==> src/rtl/hm_mon_pkg.sv <==
// Shared constants for the hit/miss monitor: counter indices and the
// layout of the control word (each clear bit sits two above its enable).
package hm_mon_pkg;
    localparam int NUM_CNT   = 2;
    localparam int IDX_HIT   = 0;
    localparam int IDX_MISS  = 1;
    localparam int CLR_SHIFT = 2;
    localparam int CTL_W     = NUM_CNT + CLR_SHIFT;
endpackage

==> src/rtl/hm_ctl_decode.sv <==
// Splits the control word into per-counter enable and clear vectors.
// Assumes the control word is already synchronous to clk.
module hm_ctl_decode
    import hm_mon_pkg::*;
(
    input  logic [CTL_W-1:0]   ctl,
    output logic [NUM_CNT-1:0] en,
    output logic [NUM_CNT-1:0] clr
);
    // Purpose: pick enable bits from the low positions and clears from CLR_SHIFT up.
    always_comb begin
        for (int i = 0; i < NUM_CNT; i++) begin
            en[i]  = ctl[i];
            clr[i] = ctl[i + CLR_SHIFT];
        end
    end
endmodule

==> src/rtl/hm_sat_counter.sv <==
// One saturating event counter. A level clear has priority over counting.
// Assumes ev is a one-cycle strobe per event; reset is synchronous, active low.
module hm_sat_counter #(
    parameter int CNT_W = 32
) (
    input  logic             clk,
    input  logic             rst_n,
    input  logic             en,
    input  logic             clr,
    input  logic             ev,
    output logic [CNT_W-1:0] cnt
);
    localparam logic [CNT_W-1:0] CNT_MAX = {CNT_W{1'b1}};

    // Purpose: reset, clear, or add one to the count while below the maximum.
    always_ff @(posedge clk) begin
        if (!rst_n)
            cnt <= '0;
        else if (clr)
            cnt <= '0;
        else if (en && ev && (cnt != CNT_MAX))
            cnt <= cnt + 1'b1;
    end

    // a held clear leaves the count at zero
    a_r5_clear_zero: assert property (@(posedge clk) disable iff (!rst_n)
        clr |=> (cnt == '0));

    // the maximum value is sticky
    a_r7_no_overflow: assert property (@(posedge clk) disable iff (!rst_n)
        ((cnt == CNT_MAX) && !clr) |=> (cnt == CNT_MAX));

    // disabled counter holds
    a_r3_hold: assert property (@(posedge clk) disable iff (!rst_n)
        (!en && !clr) |=> $stable(cnt));

    // counted event adds exactly one
    a_r2_step: assert property (@(posedge clk) disable iff (!rst_n)
        (en && ev && !clr && (cnt != CNT_MAX)) |=> (cnt == $past(cnt) + 1'b1));
endmodule

==> src/rtl/hm_monitor.sv <==
// Cache hit and miss monitor: two independent saturating counters steered
// by a control word of enable and clear bits. Assumes the hit and miss
// strobes are never high together; reset is synchronous, active low.
module hm_monitor
    import hm_mon_pkg::*;
#(
    parameter int CNT_W = 32
) (
    input  logic             clk,
    input  logic             rst_n,
    input  logic             hit_stb,
    input  logic             miss_stb,
    input  logic [3:0]       ctl,
    output logic [CNT_W-1:0] hit_count,
    output logic [CNT_W-1:0] miss_count
);
    logic [NUM_CNT-1:0] en;
    logic [NUM_CNT-1:0] clr;
    logic [NUM_CNT-1:0] ev;
    logic [CNT_W-1:0]   cnt [NUM_CNT];

    hm_ctl_decode u_dec (
        .ctl (ctl[CTL_W-1:0]),
        .en  (en),
        .clr (clr)
    );

    // Purpose: gather the event strobes by counter index.
    always_comb begin
        ev           = '0;
        ev[IDX_HIT]  = hit_stb;
        ev[IDX_MISS] = miss_stb;
    end

    for (genvar g = 0; g < NUM_CNT; g++) begin : g_cnt
        hm_sat_counter #(.CNT_W(CNT_W)) u_cnt (
            .clk   (clk),
            .rst_n (rst_n),
            .en    (en[g]),
            .clr   (clr[g]),
            .ev    (ev[g]),
            .cnt   (cnt[g])
        );
    end

    assign hit_count  = cnt[IDX_HIT];
    assign miss_count = cnt[IDX_MISS];

    // input assumption, one lookup outcome per cycle
    a_r4_one_event: assert property (@(posedge clk) disable iff (!rst_n)
        !(hit_stb && miss_stb));

    // a miss with no hit never moves the hit total
    a_r4_hit_isolated: assert property (@(posedge clk) disable iff (!rst_n)
        (!hit_stb && !ctl[2]) |=> $stable(hit_count));

    // reset zeroes both totals
    a_r1_reset: assert property (@(posedge clk)
        !rst_n |=> ((hit_count == '0) && (miss_count == '0)));
endmodule

==> config.mk <==
export PLATFORM = sky130hd
export DESIGN_NAME = hm_monitor
export DESIGN_NICKNAME = d
export VERILOG_FILES = /design/src/rtl/hm_mon_pkg.sv /design/src/rtl/hm_ctl_decode.sv /design/src/rtl/hm_sat_counter.sv /design/src/rtl/hm_monitor.sv
export SDC_FILE = /design/constraint.sdc
export NUM_CORES = 1
export LEC_CHECK = 0
export CAP_MARGIN = 20
export CORE_UTILIZATION = 40
export CTS_CLUSTER_SIZE = 40
export DETAILED_ROUTE_END_ITERATION = 16
export GPL_ROUTABILITY_DRIVEN = 0
export HOLD_SLACK_MARGIN = 0.12
export PLACE_DENSITY = 0.75
export SETUP_SLACK_MARGIN = 0.2
export SYNTH_ARGS = -nofsm -noshare
export SYNTH_HDL_FRONTEND = slang
export SYNTH_SLANG_ARGS = --single-unit
==> constraint.sdc <==
create_clock -name clk -period 6.8 [get_ports clk]
set_clock_uncertainty 0.15 [all_clocks]
set_input_delay 0.68 -clock clk [delete_from_list [all_inputs] [get_ports clk]]
set_output_delay 0.68 -clock clk [all_outputs]
set_load 0.01 [all_outputs]
==> metrics.txt <==
num rows=32; Hold Crit Class=register to register; outcome=completed; Largest register FFs=64; Fin. Hold Viols=0; Cell variety after synth=39; Top reg by flops=g_cnt.u_cnt.cnt; dpl cells=555; drc violations=0; CTS clk-pin slew, worst paths=70 ps; worst path bufs/invs=0; Top FF cell, synth=dfxtp_1; post-route minimum period=2950 ps; Post-Syn Area=0.00321 sq mm; DRT Wirelength=8.27 mm; Post-CTS Hold Buffers=0; Crit path max-delay family=simple AND/OR/NAND/NOR gates; vias in the first global route=2964; PwrDens=172 mW/mm^2; Seq pwr share=51.9%; Ant. Diodes=0; Slew Limit Fails=0; nets=474; Area Growth Syn to Fin=31.1%; Via Count=3300; Final setup violation count=0; Net Sw Frac=21.6%; syn avg cell area=8.13 sq um; worst slew pin tran=1090 ps; top flop regs=g_cnt.u_cnt.cnt x64; cts bufs inserted=9; Setup CP Type=register to register; Worst-Skew Late Latency=340 ps; Seq cells post-synth=64; Comb power frac=2.9%; # fillers=697; worst path required time=6860 ps; Pre-Repair DR Iteration Count=4; RSZ-0062 raised after global routing=false; Worst Setup End Kind=register; first-pass GRT wire length=13.8 mm; FMAX=339 MHz; max_slew headroom=26.6%; area share of the largest cell type after synthesis=39.9%; H-tree depth=3; area of the multi-input gates=0.00186 sq mm; CTS tree=built; Slowest-stage cell, CP=o21ai_0; dominant cells by area after synthesis=dfxtp_1 40%, a21oi_1 5.8%, or3_1 4.7%, o21ai_0 4.4%, nand2_1 4.3%; routed len/inst=14.5 microns; Async S/R FF share, synth=0%; core area=0.00773 sq mm; Initial Utilization=41.5%; area of the die=0.00839 sq mm; clock buffer depth=2; Die Ht=91.6 microns; dpl hpwl=5.95 mm; max cap viols=0; largest net degree at the start of global routing=29; sequential area share after synthesis=39.9%; die span in x=91.6 microns; IO buf count=71; Pint=0.000568 W; Critical Path Fanout Max=11; CTS root buf=clkbuf_8; Fin Setup TNS=0 ps; initial DRC count=114; area leader, netlist=dfxtp_1; Cell Chain, Critical Path=nand4_1, or4_1, o21ai_0, or4_1, a21oi_1; share of post-route cells with drive strength above 1=4.93%; Tcrit/Tclk final=43.4%; setup bufs post-CTS=0; GRT Resource Usage Total=20.5%; Crit path arrival time=3010 ps; Yosys Warn Count=0; gr ovfl total=0; Slowest Stage Delay on Critical Path=930 ps; Non-Filler Instances=569; Post-synth EDFFs=0; Sequential Area=0.00128 sq mm; Hold Slack=350 ps; CP Launch Type=register; Leak=1.23 nW; Most common cell on crit path=or4_1; initial antenna violation count=0; net load switching power=0.000157 W; clock sink count=64; Synth Instances=395; net count after synthesis=405; Antenna Nets Post-Route=0; VDD IR max=0.0000980 V; I/O Pins=72; vias per cell=5.80; post-CTS resize count=0; Clk pwr share=45.3%
[power groups by stage]
stage	Sequential, W	Combinational (W)	Clock [W]
final	0.000376	0.0000207	0.000328
after global routing	0.000376	0.0000228	0.000356
after CTS	0.000376	0.0000208	0.000336
after detailed placement	0.000384	0.0000207	0
after global placement	0.000385	0.0000202	0
after floorplan	0.000385	0.0000106	0
[layer usage]
metal / vias up / share of wire [%] / global-route usage (%) / wire length, microns
met2: 89 / 49 / 35.7 / 4060
met5: - / 0 / 0 / 0
met4: 0 / 1.5 / 7.01 / 123
met3: 12 / 5.3 / 5.61 / 441
li1: 1645 / - / - / -
met1: 1554 / 44 / 24.1 / 3640
[cells in the mapped netlist, types with 2 or more instances]
cell	count
buf_2	3
inv_1	3
o211ai_1	3
o31a_1	2
nor3_1	11
ha_1	2
nand2b_1	5
nand3_1	23
clkbuf_1	13
dfxtp_1	64
mux2i_1	3
and3_1	9
o21ai_0	28
nor2_1	22
nand2_1	37
a31oi_1	3
xor2_1	11
o31ai_1	14
nand4_1	17
and4_1	8
or4_1	17
and2_1	4
or3_1	24
a21oi_1	37
nor4_1	8
o21a_1	4
o2111ai_1	4
nor2b_1	2
xnor2_1	4
[final timing paths]
kind / startpoint / endpoint / slack [ps] / cells after the start
worst max-delay path: g_cnt[1].u_cnt.cnt[19] / g_cnt[1].u_cnt.cnt[21] / 3850 / 5
worst max register to register: g_cnt[1].u_cnt.cnt[19] / g_cnt[1].u_cnt.cnt[21] / 3850 / 5
worst min register to register: g_cnt[0].u_cnt.cnt[31] / g_cnt[0].u_cnt.cnt[31] / 350 / 2
worst min-delay path: g_cnt[0].u_cnt.cnt[31] / g_cnt[0].u_cnt.cnt[31] / 350 / 2
[layout by cell type (no fill, tap or decap), types with 3 or more instances in the layout]
| cell | n |
|---|---|
| a31oi_1 | 3 |
| buf_4 | 4 |
| clkdlybuf4s50_1 | 71 |
| clkbuf_8 | 11 |
| nand2_1 | 37 |
| and3_1 | 9 |
| o2111ai_1 | 4 |
| xnor2_1 | 4 |
| a21oi_1 | 37 |
| mux2i_1 | 3 |
| xor2_1 | 11 |
| nor3_1 | 11 |
| o21a_1 | 4 |
| or3_1 | 24 |
| and2_1 | 4 |
| nor4_1 | 8 |
| nand4_1 | 17 |
| nand2b_1 | 5 |
| o31ai_1 | 13 |
| nor2_1 | 22 |
| dfxtp_1 | 64 |
| nand3_1 | 23 |
| o21ai_0 | 28 |
| and4_1 | 8 |
| inv_1 | 3 |
| or4_1 | 17 |
| o211ai_1 | 3 |
[worst register-to-register path, stage by stage (launching register included)]
cell	delay [ps]
dfxtp_1	430
nand4_1	230
or4_1	780
o21ai_0	940
or4_1	240
a21oi_1	70
[cells by family after synthesis]
| logic type | after synthesis | share of synthesized area (%) |
|---|---|---|
| mux | 3 | 0.935 |
| xor+xnor | 15 | 4.09 |
| buf+inv | 20 | 2.46 |
| simple gates | 190 | 32.9 |
| compound gates | 101 | 19.0 |
| flops | 64 | 39.9 |
| fa+ha+maj | 2 | 0.779 |
[stage by stage]
step / worst slack (ps) / cell area (sq um) / util (%) / power (W)
3_3_place_gp: 3800 / 4020 / 52.0 / 0.000405
6_report: 3850 / 4210 / 54.5 / 0.000725
3_5_place_dp: 3760 / 4020 / 52.0 / 0.000405
2_1_floorplan: 4350 / 3210 / - / 0.000395
4_1_cts: 3910 / 4210 / 54.5 / 0.000733
5_1_grt: 3690 / 4210 / 54.5 / 0.000755
[layout make-up]
class | count | area share (%)
clock inverters | 3 | 1.01
well taps | 102 | 3.03
repair buffers | 75 | 17.6
flip-flops and latches | 64 | 30.4
clock buffers | 11 | 3.60
inverters | 3 | 0.267
multi-input cells | 311 | 44.1
No activity file was read; power rests on OpenSTA's default activity.
